===== config.mk =====
export PLATFORM = sky130hd
export DESIGN_NAME = spi_bitbang_port
export DESIGN_NICKNAME = d
export VERILOG_FILES = /design/src/rtl/spibb_pkg.sv /design/src/rtl/spibb_pin_drive.sv /design/src/rtl/spibb_miso_capture.sv /design/src/rtl/spibb_ctrl_reg.sv /design/src/rtl/spi_bitbang_port.sv
export SDC_FILE = /design/constraint.sdc
export NUM_CORES = 1
export LEC_CHECK = 0
export BUFFER_PORTS_ARGS = -buffer_cell sky130_fd_sc_hd__clkbuf_2
export CORE_UTILIZATION = 34
export CTS_CLUSTER_DIAMETER = 100
export DETAILED_ROUTE_END_ITERATION = 10
export GPL_TIMING_DRIVEN = 0
export HOLD_SLACK_MARGIN = 0.15
export PLACE_DENSITY = 0.83
export SYNTH_ARGS = -nofsm -noshare
export SYNTH_HDL_FRONTEND = slang
export SYNTH_SLANG_ARGS = --single-unit

===== constraint.sdc =====
create_clock -name clk -period 1.7 [get_ports clk]
set_input_delay 0.34 -clock clk [delete_from_list [all_inputs] [get_ports clk]]
set_output_delay 0.34 -clock clk [all_outputs]
set_load 0.01 [all_outputs]

===== src/rtl/spibb_pkg.sv =====
`timescale 1ns/1ps
package spibb_pkg;
  localparam int ADDR_W = 2;

  // Word offsets in the register window; the low/high split is what
  // lets one write set both the clock level and the data bit.
  typedef enum logic [ADDR_W-1:0] {
    REG_CLK_LO = 2'd0,
    REG_CLK_HI = 2'd1,
    REG_CTRL   = 2'd2,
    REG_PAD    = 2'd3
  } reg_sel_e;
endpackage


===== src/rtl/spibb_pin_drive.sv =====
`timescale 1ns/1ps
// Registered serial clock and outgoing data bit.
module spibb_pin_drive (
  input  logic clk,
  input  logic rst,
  input  logic load_lo,
  input  logic load_hi,
  input  logic bit_in,
  output logic sclk_q,
  output logic mosi_q
);
  always_ff @(posedge clk) begin
    if (rst) begin
      sclk_q <= 1'b0;
      mosi_q <= 1'b0;
    end else if (load_lo) begin
      sclk_q <= 1'b0;
      mosi_q <= bit_in;
    end else if (load_hi) begin
      sclk_q <= 1'b1;
      mosi_q <= bit_in;
    end
  end
endmodule


===== src/rtl/spibb_miso_capture.sv =====
`timescale 1ns/1ps
// Synchronizer chain for the incoming data line plus a capture flop
// that loads on the rising serial clock write.
module spibb_miso_capture #(
  parameter int STAGES = 2
) (
  input  logic clk,
  input  logic rst,
  input  logic miso_pin,
  input  logic capture,
  output logic bit_q
);
  logic [STAGES-1:0] sync_q;

  generate
    if (STAGES == 1) begin : g_one
      always_ff @(posedge clk) begin
        if (rst) sync_q <= '0;
        else     sync_q <= miso_pin;
      end
    end else begin : g_chain
      always_ff @(posedge clk) begin
        if (rst) sync_q <= '0;
        else     sync_q <= {sync_q[STAGES-2:0], miso_pin};
      end
    end
  endgenerate

  always_ff @(posedge clk) begin
    if (rst)          bit_q <= 1'b0;
    else if (capture) bit_q <= sync_q[STAGES-1];
  end
endmodule


===== src/rtl/spibb_ctrl_reg.sv =====
`timescale 1ns/1ps
// Static pin control register; resets to all ones (everything inactive).
module spibb_ctrl_reg #(
  parameter int CTRL_W = 3
) (
  input  logic              clk,
  input  logic              rst,
  input  logic              we,
  input  logic [CTRL_W-1:0] wval,
  output logic [CTRL_W-1:0] ctrl_q
);
  always_ff @(posedge clk) begin
    if (rst)     ctrl_q <= '1;
    else if (we) ctrl_q <= wval;
  end
endmodule


===== src/rtl/spi_bitbang_port.sv =====
`timescale 1ns/1ps
module spi_bitbang_port #(
  parameter int DATA_W      = 32,
  parameter int CTRL_W      = 3,
  parameter int SYNC_STAGES = 2
) (
  input  logic                    clk,
  input  logic                    rst,
  input  logic [spibb_pkg::ADDR_W-1:0] bus_addr,
  input  logic                    bus_wr,
  input  logic [DATA_W-1:0]       bus_wdata,
  input  logic                    bus_rd,
  output logic [DATA_W-1:0]       bus_rdata,
  output logic                    spi_sclk,
  output logic                    spi_mosi,
  input  logic                    spi_miso,
  output logic                    spi_cs_n,
  output logic [CTRL_W-2:0]       spi_aux
);
  import spibb_pkg::*;

  localparam int PAD_W = DATA_W - CTRL_W;

  reg_sel_e          sel;
  logic              wr_lo, wr_hi, wr_ctrl;
  logic              rx_bit;
  logic [CTRL_W-1:0] ctrl;
  logic [DATA_W-1:0] rd_mux;

  assign sel     = reg_sel_e'(bus_addr);
  assign wr_lo   = bus_wr && (sel == REG_CLK_LO);
  assign wr_hi   = bus_wr && (sel == REG_CLK_HI);
  assign wr_ctrl = bus_wr && (sel == REG_CTRL);

  spibb_pin_drive u_pins (
    .clk     (clk),
    .rst     (rst),
    .load_lo (wr_lo),
    .load_hi (wr_hi),
    .bit_in  (bus_wdata[0]),
    .sclk_q  (spi_sclk),
    .mosi_q  (spi_mosi)
  );

  spibb_miso_capture #(.STAGES(SYNC_STAGES)) u_rx (
    .clk      (clk),
    .rst      (rst),
    .miso_pin (spi_miso),
    .capture  (wr_hi),
    .bit_q    (rx_bit)
  );

  spibb_ctrl_reg #(.CTRL_W(CTRL_W)) u_ctrl (
    .clk    (clk),
    .rst    (rst),
    .we     (wr_ctrl),
    .wval   (bus_wdata[CTRL_W-1:0]),
    .ctrl_q (ctrl)
  );

  assign spi_cs_n = ctrl[0];
  assign spi_aux  = ctrl[CTRL_W-1:1];

  always_comb begin
    case (sel)
      REG_CLK_LO, REG_CLK_HI: rd_mux = {{(DATA_W-1){1'b0}}, rx_bit};
      REG_CTRL:               rd_mux = {{PAD_W{1'b0}}, ctrl};
      default:                rd_mux = '0;
    endcase
  end

  always_ff @(posedge clk) begin
    if (rst)         bus_rdata <= '0;
    else if (bus_rd) bus_rdata <= rd_mux;
    else             bus_rdata <= '0;
  end
endmodule


After elaboration in Yosys (flattened, before gate mapping):

Index checks and enable logic that the tools add are counted.

* flip-flop bits (word level): 40
* input port bits: 39
* output and inout port bits: 37
* word-level logic and storage cells: 20

* eq/ne operators: 2
* muxes and demuxes: 3
* bitwise gates (word level): 1
* reductions and logical operators: 8

Operator list (number)
* case mux 3 bit (2 select lines): 1
* OR reduction 2 bit: 3
* logical AND 1 bit: 3
* equality test 2 x 1 -> 1 bit (second input constant): 1
* equality test 2 bit (second input constant): 1
* zero test 2 bit: 1
* 2-to-1 mux 1 bit: 2
* nonzero test 2 bit: 1
* inverter 1 bit: 1

Depth between registers and ports, before layout:

Gate-level depths: netlist of run 1.

* depth after elaboration: 4
* gate-level depth with buffers: 3
* mapped depth without buffers: 3

By module:

Synthesis of run 1 repeated with hierarchy kept, for this count alone.

* cell total of the unflattened synthesis: 66
* area, all modules: 625.6 sq um

Modules (own cells, without submodules)
* spi_bitbang_port: times used 1, cells each 43, area an instance 361.6 sq um, sequential area each 60.1 sq um
* spibb_ctrl_reg: times used 1, cells each 9, area an instance 105.1 sq um, sequential area each 60.1 sq um
* spibb_miso_capture: times used 1, cells each 7, area an instance 91.3 sq um, sequential area each 60.1 sq um
* spibb_pin_drive: times used 1, cells each 7, area an instance 67.6 sq um, sequential area each 40.0 sq um

Worst setup path before layout of run 1:

No wires, ideal clock.

* path type: input to register
* from: in bus_addr[0] (netlist name)
* to: reg u_ctrl.ctrl_q[0]
* library setup time: 0.125 ns
* arrival: 0.751 ns
* data required time: 1.575 ns
* setup slack: 0.823 ns
* stages: 3
* path buffers: 0
* cell sequence: nand3b_1 nor3_1 a21oi_1

* word-level cells in the longest chain between the ends: 2

Ends and longest elaborated chain
* start: declaration: line spi_bitbang_port.sv:9 `input logic [spibb_pkg::ADDR_W-1:0] bus_addr,`
* equality test 2 bit: line spi_bitbang_port.sv:33 `assign wr_ctrl = bus_wr && (sel == REG_CTRL);`
* logical AND 1 bit: line spi_bitbang_port.sv:33
* end signal: assignment: line spibb_ctrl_reg.sv:14 `else if (we) ctrl_q <= wval;`
* end: declaration: line spibb_ctrl_reg.sv:10 `output logic [CTRL_W-1:0] ctrl_q`

No other way between the ends.
A chain may end at the register's enable or synchronous reset.

Worst setup path in the final report of run 1:

* from: reg u_ctrl.ctrl_q[0]
* to: out spi_cs_n

RTL lines
* end: declaration: line spi_bitbang_port.sv:17 `output logic spi_cs_n,`

No word-level cell between the ends.

==> reports/metrics.csv, run 1 <==
stage,metric,value,unit
global_route,grt_pass1_wl,1.373,mm
layout,num_antenna_cells,0,
logic_synthesis,ys_seq_area_frac,0.3614,
drt,met1_length,362,µm
drt,met3_length,127,µm
logic_synthesis,yosys_warnings,0,
timing,min_period_over_period,0.6460,
floorplan,start_util,0.3823,
drt,ant_nets,0,
critical_path,reg2reg_setup_slack,0.91,ns
pwr,finalPower,0.5677,mW
drt,route.detailed.drc,0,
critical_path,max_stage_delay,0.35,ns
floorplan,fp.dieH,44.34,µm
critical_path,critical-path-top-delay-family,flip-flops,
floorplan,die_w,44.34,µm
clocking,post_cts_buffers,0,
global_route,grt_pass1_vias,354,
clocking,clk_latency,0.27,ns
critical_path,r2r-end,bus_rdata[0]$_SDFF_PP0_,
logic_synthesis,syn_area,609.3,µm²
critical_path,crit_path_end,spi_cs_n,
clocking,cts_sinks,11,
timing,rsz0062_at_grt,false,
critical_path,crit_path_top_delay_cell,dfxtp_1,
drt,vias_per_cell,3.440,
critical_path,cp_max_fo,3,
layout,layout.nets,157,
place,gp_congestion,0.7506,
drt,wl_met2,446,µm
critical_path,r2r_cells,3,
pwr,cellPowerDensity,663.3,nW/µm²
drt,drt-total-wl,952,µm
clocking,cts_resized,0,
layout,syn2layout_area_growth,40.45,%
clocking,cts_tree,built,
job,drv_cap,0,
timing,finalSetupTns,0,ns
clocking,clockRootBuffer,clkbuf_4,
logic_synthesis,syn_inst,68,
logic_synthesis,syn_area_per_cell,8.961,µm²
timing,fin_skew,0.004763,ns
pwr,power.leakage,0.4884,nW
clocking,cts_buffers,3,
global_route,grt-ovfl-total,0,
critical_path,critical_path_class,reg2out,
place,port_buffers,17,
drt,topRoutingLayerUsed,met4,
timing,setup_viol,0,
hold_path,min_path_type,in2reg,
global_route,grt.total_usage,0.09949,
floorplan,die_area,1966,µm²
drt,drtPass1Iterations,4,
global_route,antenna_found_initial,0,
run_status,status,finished clean,
clocking,cts_buffer_depth,2,
global_route,grt_start_max_net_pins,11,
floorplan,ioPinCount,76,
floorplan,core,1594,µm²
logic_synthesis,synth.ff_latch_count,11,
pwr,peakVddDrop,0.2488,mV
critical_path,crit_chain,clkbuf_2,
timing,fmax,0.9106,GHz
timing,report.final.slew_viol_count,0,
place,dp_hpwl,842.8,µm
timing,period_minus_slack,1.098,ns
logic_synthesis,synth_cell_types,14,
drt,first_iter_violations,5,
layout,drive_gt1_frac,0.4359,
timing,hold_viol,0,
clocking,postCtsHoldBufs,0,
timing,whs,0.2869,ns
critical_path,critical_path.startpoint,u_ctrl.ctrl_q[0]$_SDFFE_PP1P_,
layout,fill_cells,163,
critical_path,reg2reg_from,u_ctrl.ctrl_q[0]$_SDFFE_PP1P_,
critical_path,cp.depth,1,
critical_path,cp.required,1.36,ns
floorplan,row_count,14,
clocking,clk_pin_slew,0.06,ns
critical_path,cp-start-kind,flop,
critical_path,end_kind,primary output,
critical_path,crit_arrival,0.76,ns
drt,wl_per_cell,6.752,µm
clocking,cts_htree_levels,1,
critical_path,cp_num_buf_inv,1,
drt,vias,485,
## stage by stage
stage | setup slack, ns | utilization | std cells | instance area (µm²)
floorplan | 0.8233 | - | 96 | 714.4
global placement | 0.6442 | 0.5204 | 137 | 829.5
detailed placement | 0.6291 | 0.5204 | 137 | 829.5
CTS | 0.5912 | 0.5369 | 141 | 855.8
global route | 0.5590 | 0.5369 | 141 | 855.8
finish | 0.6018 | 0.5369 | 141 | 855.8
## state kept, by name (all words and copies together) (netlist names)
register	cells
bus_rdata	3
u_ctrl.ctrl_q	3
u_pins.mosi_q	1
u_pins.sclk_q	1
u_rx.bit_q	1
u_rx.sync_q	2
## cells by family after synthesis
logic type | synth area share
multiplexers | 0.04928
other | 0.006154
AO/OA/AOI/OAI | 0.03286
buffers and inverters | 0.3655
AND/OR/NAND/NOR | 0.1848
flip-flops | 0.3614
## layout by cell type (no fill, tap or decap)
cell / instances
nand3b_1: 2
a21oi_1: 4
clkbuf_1: 1
conb_1: 29
clkbuf_4: 3
buf_4: 29
and2_1: 2
nor3b_1: 1
nor2_1: 5
nand2b_1: 1
and4bb_2: 1
nor3_1: 3
buf_2: 1
dfxtp_1: 11
clkbuf_2: 17
nor2b_1: 4
mux2i_1: 3
## final cells by class
type                            count  area (µm²)  share of cell area
Tap cell                           24       30.03             0.03509
Multi-Input combinational cell     55       271.5              0.3173
Sequential cell                    11       220.2              0.2573
Timing Repair Buffer               17       85.08             0.09942
Clock buffer                        4       26.28             0.03070
Buffer                             30       222.7              0.2602
## report_power, final
| group | internal, mW | switching [mW] |
|---|---|---|
| clock | 0.0908 | 0.0803 |
| sequential | 0.267 | 0.00369 |
| combinational | 0.0660 | 0.0599 |
## synth_stat cells
master    count  area (µm²)
a21oi_1       4       20.02
nor2b_1       4       25.02
dfxtp_1      11       220.2
and4bb_2      1       12.51
nand2b_1      1       6.260
buf_2         1       5.000
nand3b_1      2       15.01
and2_1        2       12.51
mux2i_1       3       30.03
nor2_1        5       18.77
nor3_1        3       15.01
buf_4        29       217.7
conb_1        1       3.750
nor3b_1       1       7.510
## worst min-delay path by stage
stage	startpoint	endpoint	slack (ns)	cells past startpoint
after floorplan	rst	u_rx.sync_q[0]$_SDFF_PP0_	0.41	1
after global placement	u_rx.sync_q[0]$_SDFF_PP0_	u_rx.sync_q[1]$_SDFF_PP0_	0.42	1
after detailed placement	u_rx.sync_q[0]$_SDFF_PP0_	u_rx.sync_q[1]$_SDFF_PP0_	0.45	1
after CTS	rst	u_rx.sync_q[0]$_SDFF_PP0_	0.28	2
after global routing	spi_miso	u_rx.sync_q[0]$_SDFF_PP0_	0.29	2
final	rst	u_rx.sync_q[0]$_SDFF_PP0_	0.29	2
## metal layers
metal  vias to the layer above  GRT usage
met2                        35     0.1853
met5                         -          0
met4                         0    0.09091
met1                       189    0.07980
li1                        259          -
met3                         2    0.03265
Note: power is estimated with default switching activity, not from simulation.
==> inputs of run 2 (changes only) <==
CORE_UTILIZATION = 28   (was 34)
PLACE_DENSITY = 0.73   (was 0.83)
clock period = 1 ns   (was 1.7 ns; I/O delays follow)
==> reports/metrics.csv, run 2 (synthesized netlist as in run 1, its figures left out) <==
stage,metric,value,unit
run_status,status,finished clean,
drt,vias,483,
drt,drtPass1Iterations,4,
pwr,cellPowerDensity,1106,nW/µm²
layout,stdcell_count,146,
global_route,met1_usage,0.07810,
timing,fin_skew,0.0005140,ns
hold_path,min_path_type,in2reg,
critical_path,critical_path_class,reg2out,
critical_path,end_kind,primary output,
drt,wl_per_cell,6.473,µm
critical_path,cp_max_fo,3,
clocking,clk_latency,0.26,ns
global_route,grt_pass1_wl,1.449,mm
layout,seqCellArea,221.5,µm²
drt,first_iter_violations,7,
timing,min_period_over_period,0.9517,
global_route,grt_start_max_net_pins,11,
place,dp_hpwl,788.8,µm
layout,final_util,0.4400,
place,dp_cells,140,
drt,ant_nets,0,
layout,fill_cells,205,
layout,multi_input_area,271.5,µm²
timing,rsz0062_at_grt,false,
floorplan,die_area,2367,µm²
clocking,post_cts_buffers,0,
timing,period_minus_slack,0.9517,ns
floorplan,row_count,16,
clocking,clockRootBuffer,clkbuf_4,
timing,setup_viol,0,
floorplan,core,2002,µm²
pwr,power.leakage,0.4963,nW
global_route,grt_pass1_vias,358,
global_route,grt-ovfl-total,0,
drt,vias_per_cell,3.308,
floorplan,fp.dieH,48.65,µm
timing,finalSetupTns,0,ns
floorplan,start_util,0.3044,
layout,layout.nets,159,
clocking,clk_pin_slew,0.06,ns
layout,final_cell_mix,"buf_4 (29), conb_1 (29), clkbuf_2 (17), dfxtp_1 (10), nor2_1 (5)",
critical_path,cp_num_buf_inv,1,
place,gp_congestion,0.7218,
drt,drt-total-wl,945,µm
layout,finalInstanceArea,880.8,µm²
floorplan,die_w,48.65,µm
critical_path,max_stage_delay,0.35,ns
layout,largestRegisters,"bus_rdata x3, u_ctrl.ctrl_q x3, u_rx.sync_q x2",
global_route,grt_use_met2,0.1481,
timing,fmax,1.051,GHz
global_route,grt_use_met3,0.01887,
global_route,grt.total_usage,0.08284,
critical_path,cp-start-kind,flop,
critical_path,crit_path_top_delay_cell,dfxtp_1,
critical_path,cp.required,0.80,ns
job,drv_cap,0,
global_route,grt-busiest-layer,met2,
clocking,cts_htree_levels,1,
pwr,peakVddDrop,0.6561,mV
pwr,finalPower,0.9739,mW
clocking,cts_buffers,3,
layout,syn2layout_area_growth,44.56,%
layout,num_antenna_cells,0,
timing,report.final.slew_viol_count,0,
place,dpl-instance-area,833.3,µm²
critical_path,crit_arrival,0.75,ns
clocking,cts_sinks,11,
clocking,cts_tree,built,
clocking,cts_buffer_depth,2,
global_route,antenna_found_initial,0,
drt,route.detailed.drc,0,
critical_path,critical-path-top-delay-family,flip-flops,
critical_path,crit_chain,clkbuf_2,
layout,drive_gt1_frac,0.4370,
floorplan,ioPinCount,76,
place,port_buffers,17,
timing,hold_viol,0,
==> run 2: layer usage <==
metal,vias up,share of wire,wire [µm]
li1,263,-,-
met1,185,0.40,377
met2,31,0.46,437
met3,4,0.11,105
met4,0,0.028,26
met5,-,0,0
==> run 2: report_power, final <==
part           internal, mW  switching (mW)
clock                 0.154           0.140
sequential            0.454         0.00644
combinational         0.117           0.102
==> run 2: stage by stage <==
stage,hold slack [ns],setup WS (ns)
floorplan,0.2716,0.2102
global placement,0.4134,0.08014
detailed placement,0.4262,0.04665
CTS,0.1787,0.01332
global route,0.1779,0.02384
finish,0.1847,0.04830
==> run 2: final cells by class <==
type	instances	area share
multi-input combinational	55	0.3082
sequential	11	0.2514
timing repair buffer	19	0.1193
tap	27	0.03835
buffer	30	0.2528
clock buffer	4	0.02983
==> run 2: path summary, 6_finish.rpt <==
kind                                                    start                        end  slack, ns  depth (start not counted)
worst min-delay path                                   bus_rd    bus_rdata[0]$_SDFF_PP0_       0.18                          2
worst max-delay path            u_ctrl.ctrl_q[2]$_SDFFE_PP1P_                 spi_aux[1]       0.05                          1
worst min register to register      u_rx.sync_q[0]$_SDFF_PP0_  u_rx.sync_q[1]$_SDFF_PP0_       0.45                          1
worst max register to register  u_ctrl.ctrl_q[0]$_SDFFE_PP1P_    bus_rdata[0]$_SDFF_PP0_       0.24                          3
==> run 2: repair_timing <==
action | CTS | global route
hold endpoints to repair | 2 | 0
endpoints found under the setup margin | 0 | 1
hold buffers | 2 | 0
resized for setup | 0 | 1
